### config.mk
export PLATFORM = sky130hd
export DESIGN_NAME = owb_cmd_proc
export DESIGN_NICKNAME = d
export VERILOG_FILES = /design/src/rtl/owb_pkg.sv /design/src/rtl/owb_host_decoder.sv /design/src/rtl/owb_bus_sequencer.sv /design/src/rtl/owb_reg_file.sv /design/src/rtl/owb_cmd_proc.sv
export SDC_FILE = /design/constraint.sdc
export NUM_CORES = 1
export LEC_CHECK = 0
export CORE_MARGIN = 2
export CORE_UTILIZATION = 45
export DETAILED_ROUTE_END_ITERATION = 12
export PLACE_DENSITY = 0.73
export SYNTH_ARGS = -nofsm -noshare
export SYNTH_HDL_FRONTEND = slang
export SYNTH_SLANG_ARGS = --single-unit
### constraint.sdc
create_clock -name clk -period 4.32 [get_ports clk]
set_input_delay 0.432 -clock clk [delete_from_list [all_inputs] [get_ports clk]]
set_output_delay 0.432 -clock clk [all_outputs]
set_load 0.05 [all_outputs]
### src/rtl/owb_pkg.sv
// Package: shared constants, types and helper functions for the 1-Wire
// bridge command processor. Assumes byte-wide host traffic.
package owb_pkg;

    localparam int BYTE_W = 8;
    localparam int CFG_W  = 4;
    localparam int NIB_W  = BYTE_W / 2;

    typedef logic [BYTE_W-1:0] byte_t;

    // host opcodes
    localparam byte_t OPC_DEVRST = 8'hF0;
    localparam byte_t OPC_SETPTR = 8'hE1;
    localparam byte_t OPC_WCFG   = 8'hD2;
    localparam byte_t OPC_BUSRST = 8'hB4;
    localparam byte_t OPC_BIT    = 8'h87;
    localparam byte_t OPC_WBYTE  = 8'hA5;
    localparam byte_t OPC_RBYTE  = 8'h96;
    localparam byte_t OPC_TRIP   = 8'h78;

    // read pointer selection codes
    localparam byte_t SEL_STATUS = 8'hF0;
    localparam byte_t SEL_DATA   = 8'hE1;
    localparam byte_t SEL_CFG    = 8'hC3;

    typedef enum logic [3:0] {
        K_NONE, K_DEVRST, K_SETPTR, K_WCFG, K_BUSRST,
        K_BIT, K_WBYTE, K_RBYTE, K_TRIP
    } cmd_kind_e;

    typedef enum logic [1:0] {
        EOP_RESET = 2'd0, EOP_BIT = 2'd1, EOP_WBYTE = 2'd2, EOP_RBYTE = 2'd3
    } eng_op_e;

    typedef enum logic [1:0] {RP_STATUS, RP_DATA, RP_CFG} rdptr_e;

    typedef struct packed {
        logic      vld;
        cmd_kind_e kind;
        byte_t     prm;
    } cmd_t;

    function automatic cmd_kind_e decode_opcode(input byte_t b);
        cmd_kind_e k;
        case (b)
            OPC_DEVRST: k = K_DEVRST;
            OPC_SETPTR: k = K_SETPTR;
            OPC_WCFG:   k = K_WCFG;
            OPC_BUSRST: k = K_BUSRST;
            OPC_BIT:    k = K_BIT;
            OPC_WBYTE:  k = K_WBYTE;
            OPC_RBYTE:  k = K_RBYTE;
            OPC_TRIP:   k = K_TRIP;
            default:    k = K_NONE;
        endcase
        return k;
    endfunction

    function automatic logic needs_param(input cmd_kind_e k);
        return (k == K_SETPTR) || (k == K_WCFG) || (k == K_BIT) ||
               (k == K_WBYTE) || (k == K_TRIP);
    endfunction

    function automatic logic is_bus_cmd(input cmd_kind_e k);
        return (k == K_BUSRST) || (k == K_BIT) || (k == K_WBYTE) ||
               (k == K_RBYTE) || (k == K_TRIP);
    endfunction

    function automatic logic cfg_ok(input byte_t p);
        return p[BYTE_W-1:NIB_W] == ~p[NIB_W-1:0];
    endfunction

    // direction resolution for a search triplet
    function automatic logic tri_dir(input logic a, input logic b, input logic pref);
        if (a != b) return a;
        else if (!a) return pref;
        else return 1'b1;
    endfunction

endpackage

### src/rtl/owb_host_decoder.sv
// Host byte decoder: frames opcode and parameter bytes and emits one
// decoded command pulse per complete command. Assumes host_valid is a
// one-cycle strobe. Drops unknown opcodes, and drops every opcode except
// set-pointer while the bus sequencer is busy.
module owb_host_decoder
    import owb_pkg::*;
(
    input  logic  clk,
    input  logic  rst_n,
    input  logic  in_valid,
    input  byte_t in_byte,
    input  logic  busy,
    output cmd_t  cmd_o
);

    typedef enum logic {D_OPCODE, D_PARAM} dstate_e;

    dstate_e   state_q;
    cmd_kind_e held_q;
    cmd_kind_e kind_in;
    logic      take_op;

    // classify the incoming byte as an opcode
    always_comb begin
        kind_in = decode_opcode(in_byte);
        take_op = (state_q == D_OPCODE) && in_valid && (kind_in != K_NONE) &&
                  (!busy || kind_in == K_SETPTR);
    end

    // emit a complete command in the cycle its last byte arrives
    always_comb begin
        cmd_o.vld  = 1'b0;
        cmd_o.kind = K_NONE;
        cmd_o.prm  = '0;
        if (state_q == D_PARAM && in_valid) begin
            cmd_o.vld  = 1'b1;
            cmd_o.kind = held_q;
            cmd_o.prm  = in_byte;
        end else if (take_op && !needs_param(kind_in)) begin
            cmd_o.vld  = 1'b1;
            cmd_o.kind = kind_in;
        end
    end

    // track whether the next byte is an opcode or a parameter
    always_ff @(posedge clk) begin
        if (!rst_n) begin
            state_q <= D_OPCODE;
            held_q  <= K_NONE;
        end else if (state_q == D_PARAM && in_valid) begin
            state_q <= D_OPCODE;
        end else if (take_op && needs_param(kind_in)) begin
            state_q <= D_PARAM;
            held_q  <= kind_in;
        end
    end

    AST_BUS_CMD_IDLE: assert property (@(posedge clk) disable iff (!rst_n)
        (cmd_o.vld && is_bus_cmd(cmd_o.kind)) |-> !busy);

endmodule

### src/rtl/owb_bus_sequencer.sv
// Bus sequencer: turns decoded bus commands into engine request/done
// exchanges and keeps the result bits of the status byte. A triplet is
// run as three bit slots with the direction resolved after the second.
// Assumes the engine answers every request with exactly one done pulse.
module owb_bus_sequencer
    import owb_pkg::*;
(
    input  logic       clk,
    input  logic       rst_n,
    input  cmd_t       cmd_i,
    output logic       busy_o,
    output logic       eng_req_o,
    output logic [1:0] eng_op_o,
    output byte_t      eng_wdata_o,
    input  logic       eng_done_i,
    input  logic       eng_rbit_i,
    input  byte_t      eng_rbyte_i,
    input  logic       eng_presence_i,
    input  logic       eng_short_i,
    output logic       res_ppd_o,
    output logic       res_sd_o,
    output logic       res_sbr_o,
    output logic       res_tsb_o,
    output logic       res_dir_o,
    output logic       rbyte_vld_o,
    output byte_t      rbyte_o
);

    typedef enum logic [2:0] {
        SQ_IDLE, SQ_RESET, SQ_BIT, SQ_WBYTE, SQ_RBYTE,
        SQ_TRI_A, SQ_TRI_B, SQ_TRI_W
    } sq_state_e;

    localparam byte_t ONES = '1;

    sq_state_e state_q;
    eng_op_e   op_q;
    logic      pref_q;
    logic      first_q;
    logic      dir_now;

    // direction chosen from the first stored bit and the bit now returning
    always_comb dir_now = tri_dir(first_q, eng_rbit_i, pref_q);

    // state machine, engine request and result capture
    always_ff @(posedge clk) begin
        if (!rst_n) begin
            state_q     <= SQ_IDLE;
            op_q        <= EOP_RESET;
            eng_req_o   <= 1'b0;
            eng_wdata_o <= '0;
            pref_q      <= 1'b0;
            first_q     <= 1'b0;
            res_ppd_o   <= 1'b0;
            res_sd_o    <= 1'b0;
            res_sbr_o   <= 1'b0;
            res_tsb_o   <= 1'b0;
            res_dir_o   <= 1'b0;
            rbyte_vld_o <= 1'b0;
            rbyte_o     <= '0;
        end else begin
            eng_req_o   <= 1'b0;
            rbyte_vld_o <= 1'b0;
            if (cmd_i.vld && cmd_i.kind == K_DEVRST) begin
                res_ppd_o <= 1'b0;
                res_sd_o  <= 1'b0;
                res_sbr_o <= 1'b0;
                res_tsb_o <= 1'b0;
                res_dir_o <= 1'b0;
            end
            case (state_q)
                SQ_IDLE: begin
                    if (cmd_i.vld) begin
                        case (cmd_i.kind)
                            K_BUSRST: begin
                                eng_req_o   <= 1'b1;
                                op_q        <= EOP_RESET;
                                eng_wdata_o <= '0;
                                state_q     <= SQ_RESET;
                            end
                            K_BIT: begin
                                eng_req_o   <= 1'b1;
                                op_q        <= EOP_BIT;
                                eng_wdata_o <= {{(BYTE_W-1){1'b0}}, cmd_i.prm[BYTE_W-1]};
                                state_q     <= SQ_BIT;
                            end
                            K_WBYTE: begin
                                eng_req_o   <= 1'b1;
                                op_q        <= EOP_WBYTE;
                                eng_wdata_o <= cmd_i.prm;
                                state_q     <= SQ_WBYTE;
                            end
                            K_RBYTE: begin
                                eng_req_o   <= 1'b1;
                                op_q        <= EOP_RBYTE;
                                eng_wdata_o <= ONES;
                                state_q     <= SQ_RBYTE;
                            end
                            K_TRIP: begin
                                eng_req_o   <= 1'b1;
                                op_q        <= EOP_BIT;
                                eng_wdata_o <= {{(BYTE_W-1){1'b0}}, 1'b1};
                                pref_q      <= cmd_i.prm[BYTE_W-1];
                                state_q     <= SQ_TRI_A;
                            end
                            default: ;
                        endcase
                    end
                end
                SQ_RESET: if (eng_done_i) begin
                    res_ppd_o <= eng_presence_i;
                    res_sd_o  <= eng_short_i;
                    state_q   <= SQ_IDLE;
                end
                SQ_BIT: if (eng_done_i) begin
                    res_sbr_o <= eng_rbit_i;
                    res_tsb_o <= 1'b0;
                    res_dir_o <= 1'b0;
                    state_q   <= SQ_IDLE;
                end
                SQ_WBYTE: if (eng_done_i) state_q <= SQ_IDLE;
                SQ_RBYTE: if (eng_done_i) begin
                    rbyte_vld_o <= 1'b1;
                    rbyte_o     <= eng_rbyte_i;
                    state_q     <= SQ_IDLE;
                end
                SQ_TRI_A: if (eng_done_i) begin
                    first_q     <= eng_rbit_i;
                    eng_req_o   <= 1'b1;
                    eng_wdata_o <= {{(BYTE_W-1){1'b0}}, 1'b1};
                    state_q     <= SQ_TRI_B;
                end
                SQ_TRI_B: if (eng_done_i) begin
                    res_sbr_o   <= first_q;
                    res_tsb_o   <= eng_rbit_i;
                    res_dir_o   <= dir_now;
                    eng_req_o   <= 1'b1;
                    eng_wdata_o <= {{(BYTE_W-1){1'b0}}, dir_now};
                    state_q     <= SQ_TRI_W;
                end
                SQ_TRI_W: if (eng_done_i) state_q <= SQ_IDLE;
                default: state_q <= SQ_IDLE;
            endcase
        end
    end

    assign busy_o   = (state_q != SQ_IDLE);
    assign eng_op_o = op_q;

    AST_REQ_ONLY_BUSY: assert property (@(posedge clk) disable iff (!rst_n)
        eng_req_o |-> busy_o);
    AST_BUSY_UNTIL_DONE: assert property (@(posedge clk) disable iff (!rst_n)
        (busy_o && !eng_done_i) |=> busy_o);
    AST_ONE_REQ_IN_FLIGHT: assert property (@(posedge clk) disable iff (!rst_n)
        eng_req_o |=> !eng_req_o);
    AST_BOTH_ONES_DIR: assert property (@(posedge clk) disable iff (!rst_n)
        (res_sbr_o && res_tsb_o) |-> res_dir_o);
    AST_RBYTE_AFTER_DONE: assert property (@(posedge clk) disable iff (!rst_n)
        rbyte_vld_o |-> $past(eng_done_i));

endmodule

### src/rtl/owb_reg_file.sv
// Register file: configuration nibble, read-data byte, reset flag and
// read pointer, plus the combinational read-back multiplexer. A host
// pointer command on the same edge as a read-byte pointer move wins.
module owb_reg_file
    import owb_pkg::*;
(
    input  logic             clk,
    input  logic             rst_n,
    input  cmd_t             cmd_i,
    input  logic             rbyte_vld_i,
    input  byte_t            rbyte_i,
    input  byte_t            status_i,
    output logic             rst_flag_o,
    output logic [CFG_W-1:0] cfg_o,
    output byte_t            rdata_o
);

    rdptr_e ptr_q;
    byte_t  data_q;

    // register updates; host command handled last so it takes priority
    always_ff @(posedge clk) begin
        if (!rst_n) begin
            cfg_o      <= '0;
            ptr_q      <= RP_STATUS;
            data_q     <= '0;
            rst_flag_o <= 1'b1;
        end else begin
            if (rbyte_vld_i) begin
                data_q <= rbyte_i;
                ptr_q  <= RP_DATA;
            end
            if (cmd_i.vld) begin
                case (cmd_i.kind)
                    K_DEVRST: begin
                        cfg_o      <= '0;
                        rst_flag_o <= 1'b1;
                        ptr_q      <= RP_STATUS;
                    end
                    K_SETPTR: begin
                        if (cmd_i.prm == SEL_STATUS) begin
                            ptr_q <= RP_STATUS;
                            rst_flag_o <= 1'b0;
                        end else if (cmd_i.prm == SEL_DATA) begin
                            ptr_q <= RP_DATA;
                            rst_flag_o <= 1'b0;
                        end else if (cmd_i.prm == SEL_CFG) begin
                            ptr_q <= RP_CFG;
                            rst_flag_o <= 1'b0;
                        end
                    end
                    K_WCFG: begin
                        if (cfg_ok(cmd_i.prm)) begin
                            cfg_o      <= cmd_i.prm[CFG_W-1:0];
                            ptr_q      <= RP_CFG;
                            rst_flag_o <= 1'b0;
                        end
                    end
                    K_BUSRST, K_BIT, K_WBYTE, K_RBYTE, K_TRIP: begin
                        ptr_q      <= RP_STATUS;
                        rst_flag_o <= 1'b0;
                    end
                    default: ;
                endcase
            end
        end
    end

    // read-back of the selected register
    always_comb begin
        case (ptr_q)
            RP_DATA: rdata_o = data_q;
            RP_CFG:  rdata_o = {{(BYTE_W-CFG_W){1'b0}}, cfg_o};
            default: rdata_o = status_i;
        endcase
    end

    AST_CFG_GUARDED: assert property (@(posedge clk) disable iff (!rst_n)
        !$stable(cfg_o) |-> $past(cmd_i.vld && ((cmd_i.kind == K_WCFG && cfg_ok(cmd_i.prm)) ||
                                                cmd_i.kind == K_DEVRST)));
    AST_RST_FLAG_SOURCE: assert property (@(posedge clk) disable iff (!rst_n)
        $rose(rst_flag_o) |-> $past(cmd_i.vld && cmd_i.kind == K_DEVRST));

endmodule

### src/rtl/owb_cmd_proc.sv
// Top level of the 1-Wire bridge command processor: connects the host
// byte decoder, the bus sequencer and the register file and assembles
// the status byte. Assumes one byte per host strobe and an external
// bit-level engine with a request/done handshake.
module owb_cmd_proc
    import owb_pkg::*;
(
    input  logic       clk,
    input  logic       rst_n,
    input  logic       host_valid,
    input  logic [7:0] host_byte,
    output logic [7:0] host_rdata,
    output logic       eng_req,
    output logic [1:0] eng_op,
    output logic [7:0] eng_wdata,
    input  logic       eng_done,
    input  logic       eng_rbit,
    input  logic [7:0] eng_rbyte,
    input  logic       eng_presence,
    input  logic       eng_short,
    input  logic       bus_level,
    output logic       cfg_active_pullup,
    output logic       cfg_strong_pullup,
    output logic       cfg_high_speed
);

    cmd_t             cmd;
    logic             busy;
    logic             ppd, sd, sbr, tsb, dir;
    logic             rbyte_vld;
    byte_t            rbyte;
    logic             rst_flag;
    logic [CFG_W-1:0] cfg;
    byte_t            status;

    owb_host_decoder u_dec (
        .clk      (clk),
        .rst_n    (rst_n),
        .in_valid (host_valid),
        .in_byte  (host_byte),
        .busy     (busy),
        .cmd_o    (cmd)
    );

    owb_bus_sequencer u_seq (
        .clk            (clk),
        .rst_n          (rst_n),
        .cmd_i          (cmd),
        .busy_o         (busy),
        .eng_req_o      (eng_req),
        .eng_op_o       (eng_op),
        .eng_wdata_o    (eng_wdata),
        .eng_done_i     (eng_done),
        .eng_rbit_i     (eng_rbit),
        .eng_rbyte_i    (eng_rbyte),
        .eng_presence_i (eng_presence),
        .eng_short_i    (eng_short),
        .res_ppd_o      (ppd),
        .res_sd_o       (sd),
        .res_sbr_o      (sbr),
        .res_tsb_o      (tsb),
        .res_dir_o      (dir),
        .rbyte_vld_o    (rbyte_vld),
        .rbyte_o        (rbyte)
    );

    // status byte packing: dir, tsb, sbr, reset flag, level, short, presence, busy
    assign status = {dir, tsb, sbr, rst_flag, bus_level, sd, ppd, busy};

    owb_reg_file u_regs (
        .clk         (clk),
        .rst_n       (rst_n),
        .cmd_i       (cmd),
        .rbyte_vld_i (rbyte_vld),
        .rbyte_i     (rbyte),
        .status_i    (status),
        .rst_flag_o  (rst_flag),
        .cfg_o       (cfg),
        .rdata_o     (host_rdata)
    );

    assign cfg_active_pullup = cfg[0];
    assign cfg_strong_pullup = cfg[2];
    assign cfg_high_speed    = cfg[3];

    AST_BUSY_MIRRORED: assert property (@(posedge clk) disable iff (!rst_n)
        (eng_done && !busy) |-> 1'b0 == eng_req);

endmodule

==> metrics.txt <==
CTS tree yes; core area 5890 µm²; largest net degree at the start of global routing 36; DR vias around 2600; Antenna diodes 0; H-tree depth reported by CTS 2; main combinational cell family by area after synthesis simple AND/OR/NAND/NOR gates; Clock Latency Late Sink 0.30 ns; total grt overflow 0; Post-Route Setup TNS 0 ns; LEAKAGE 1.22 nW; VDD IR-drop max 0.147 mV; asr flop ratio synth 0%; number of global-route vias before repair 2319; worst r2r src u_seq.state_q[0]$_SDFFE_PN0P_; NumNets Final 400; cell area after synthesis 2730 µm²; root buffer cell clkbuf_8; post-synth top area share 36.7%; Max Cap Viol 0; # rows 28; startpoint types primary input; GRT Util Overall 21.9%; Hold/Removal Path Class register to register; #FFs+latches synth 50; initial antenna violation count 0; Top FF cell, synth dfxtp_1; synth warn 0; RSZ-0062 raised after global routing no; die span in y between 80 and 90 µm; DIE AREA 6700 µm²; initial core utilization 46.4%; arrival time at the worst endpoint around 3.3 ns; Max Freq 333 MHz; Setup Skew 0.00655 ns; post-CTS setup buffer count 0; R2R Path End u_seq.eng_wdata_o[1]$_SDFFE_PN0P_; Residual DRC 0; Seq/Total Area, Yosys 36.7%; antenna-violating nets left 0; PwrDens approximately 270 nW/µm²; Post-synth EDFFs 0; Synth Area in Compound Gates 23.0%; area leader, netlist dfxtp_1; worst rel slew slack a little over a third; Placer Congestion 1.03; io pins 46; fraction of layout cells with a size suffix above 1 4.80%; syn_nets between 300 and 400; Max Slew Vio Count 0; multiplexer share of the synthesized area 4.77%; WL per Instance between 15 and 20 µm; CP Capture Type register; fin crit period 3.01 ns; clock sinks 50; endpoints failing setup 0; period utilization 69.6%; Worst-path clk slew roughly 0.09 ns; worst endpoint required time about 4.6 ns; post-route cell area 3330 µm²; dpl hpwl 5220 µm; DR pass1 iterations 4; Die W 81.9 µm; total CTS buffers 5; drt via density a little under 6; status finished clean; Post-CTS Hold Fix Bufs 0; xor/xnor share of the synthesized area 0.963%; IO Port Bufs 45; WHS Endpoint u_seq.eng_op_o[1]$_SDFFE_PN0P_; Synth Area in Adders 0.917%; Post-Route WL 7070 µm; Max Fanout on Critical Path 8; Unique masters post-synth 62; hold wc startpoint u_seq.eng_op_o[1]$_SDFFE_PN0P_; worst hold path depth 2; Final Hold Viols 0; total chip power 0.000884 W; kind of critical path primary input to register; Synth area leaders dfxtp_1 37%, nand2_1 7.6%, a21oi_1 5.1%; Synth Area in Simple Gates 29.2%; Worst-Margin Slew 0.944 ns; fill cell count 575; Area Growth Syn to Fin 21.9%; cts repair resizes 0; placed cell areas 3200 µm²; R2R Setup Slk 1.67 ns; CP Launch Point host_byte[5]; DR iter-0 viols 187; first-pass GRT wire length between 10000 and 15000 µm; R2R depth 7; clk buf depth 2; Mapped Cells 338; Synth Area per Inst 8.07 µm²
per-stage QoR:
step / std cells / util [%] / setup slack [ns] / hold slack, ns
3_5_place_dp: 442 / 54.4 / 1.11 / 0.445
5_1_grt: 450 / 56.5 / 1.19 / 0.475
6_report: 450 / 56.5 / 1.31 / 0.452
2_1_floorplan: 338 / - / 1.81 / 0.432
3_3_place_gp: 442 / 54.4 / 1.10 / 0.444
4_1_cts: 450 / 56.5 / 1.44 / 0.458
cells in the mapped netlist (3+ instances only):
cell type   n
or3_1       4
nand2_1    55
nor2_1     25
nand3_1    14
nand3b_1    3
and3_1      4
inv_1       7
nand4bb_1   6
a22o_1      7
nand4b_1    3
nor2b_1     7
o21a_1      3
xnor2_1     3
nor4_1      5
mux2i_1    13
nor3_1      8
clkbuf_1   13
dfxtp_1    50
nand2b_1    3
a21oi_1    28
o21ai_0    17
a21o_1      5
a31oi_1     3
a22oi_1     4
worst max-delay path, stage by stage:
cell and delay (ns):
clkdlybuf4s50_1 0.54, xnor2_1 0.56, or3_1 0.22, nand4_1 0.19, a22oi_1 0.41, nand2_1 0.23
nor4_4 0.48, a22o_1 0.20
how the worst max path moves through the flow:
stage	to	slack, ns	cells past startpoint
floorplan	u_regs.ptr_q[1]$_SDFF_PN0_	1.81	9
global placement	u_seq.eng_wdata_o[1]$_SDFFE_PN0P_	1.10	8
detailed placement	u_seq.eng_wdata_o[1]$_SDFFE_PN0P_	1.11	8
CTS	u_seq.eng_wdata_o[1]$_SDFFE_PN0P_	1.44	8
global route	u_seq.eng_wdata_o[5]$_SDFFE_PN0P_	1.19	8
finish	u_seq.eng_wdata_o[1]$_SDFFE_PN0P_	1.31	8
cell usage in the layout, fill, tap and decap left out, types with 2 or more instances in the layout:
cell type,count
nand4bb_1,6
ha_1,2
inv_1,7
and2_1,2
a22o_1,7
dfxtp_1,50
a31oi_1,3
nor4_1,5
buf_4,3
nor2_1,25
o41ai_1,2
nand4_1,2
nand3b_1,3
o21ai_0,17
a21o_1,5
nand2b_1,3
nor2b_1,7
a21boi_0,2
a22oi_1,4
or3_1,4
a211oi_1,2
clkdlybuf4s50_1,45
nand3_1,14
nand2_1,55
o22ai_1,2
mux2i_1,13
and3_1,4
o21a_1,3
a21oi_1,28
nand4b_1,3
nor3_1,8
nor4bb_1,2
clkbuf_8,6
xnor2_1,3
state kept, by name, indices dropped and copies added (netlist names), 2 cells and up:
register           cells
u_seq.eng_wdata_o      8
u_seq.state_q          3
u_regs.cfg_o           4
u_regs.ptr_q           2
u_dec.held_q           4
u_seq.eng_op_o         2
u_regs.data_q          8
u_seq.rbyte_o          8
report_power, final:
group	internal, W	leakage [nW]	total, W	switching (W)
logic	0.0000323	0.760	0.0000714	0.0000391
registers	0.000461	0.403	0.000462	0.000000633
clock network	0.000191	0.0618	0.000351	0.000160
per-layer routing:
layer | up-vias | share of wire [%] | routed length (µm) | GRT usage (%)
met1 | 1232 | 48 | 3420 | 31.5
met4 | 0 | 0.78 | 55 | 4.50
li1 | 1302 | - | - | -
met2 | 71 | 46 | 3250 | 34.1
met3 | 5 | 4.9 | 348 | 4.07
met5 | - | 0 | 0 | 0
cell type report:
class / instances / area [µm²] / area share, %
Timing Repair Buffer: 48 / 473 / 14.2
Clock inverter: 2 / 38.8 / 1.17
Clock buffer: 6 / 82.6 / 2.48
Multi-Input combinational cell: 261 / 1610 / 48.3
Tap cell: 75 / 93.8 / 2.82
Sequential cell: 50 / 1000 / 30.1
Inverter: 8 / 30.0 / 0.903
cells by family (layout without fill, tap and decap cells):
group	after synthesis	count (layout)
AND/OR/NAND/NOR	151	151
AO/OA/AOI/OAI	92	92
flip-flops	50	50
adder cells (fa/ha/maj)	2	2
multiplexers	13	13
buffers and inverters	27	64
XOR/XNOR	3	3
Power figures use the tool's default switching activity.
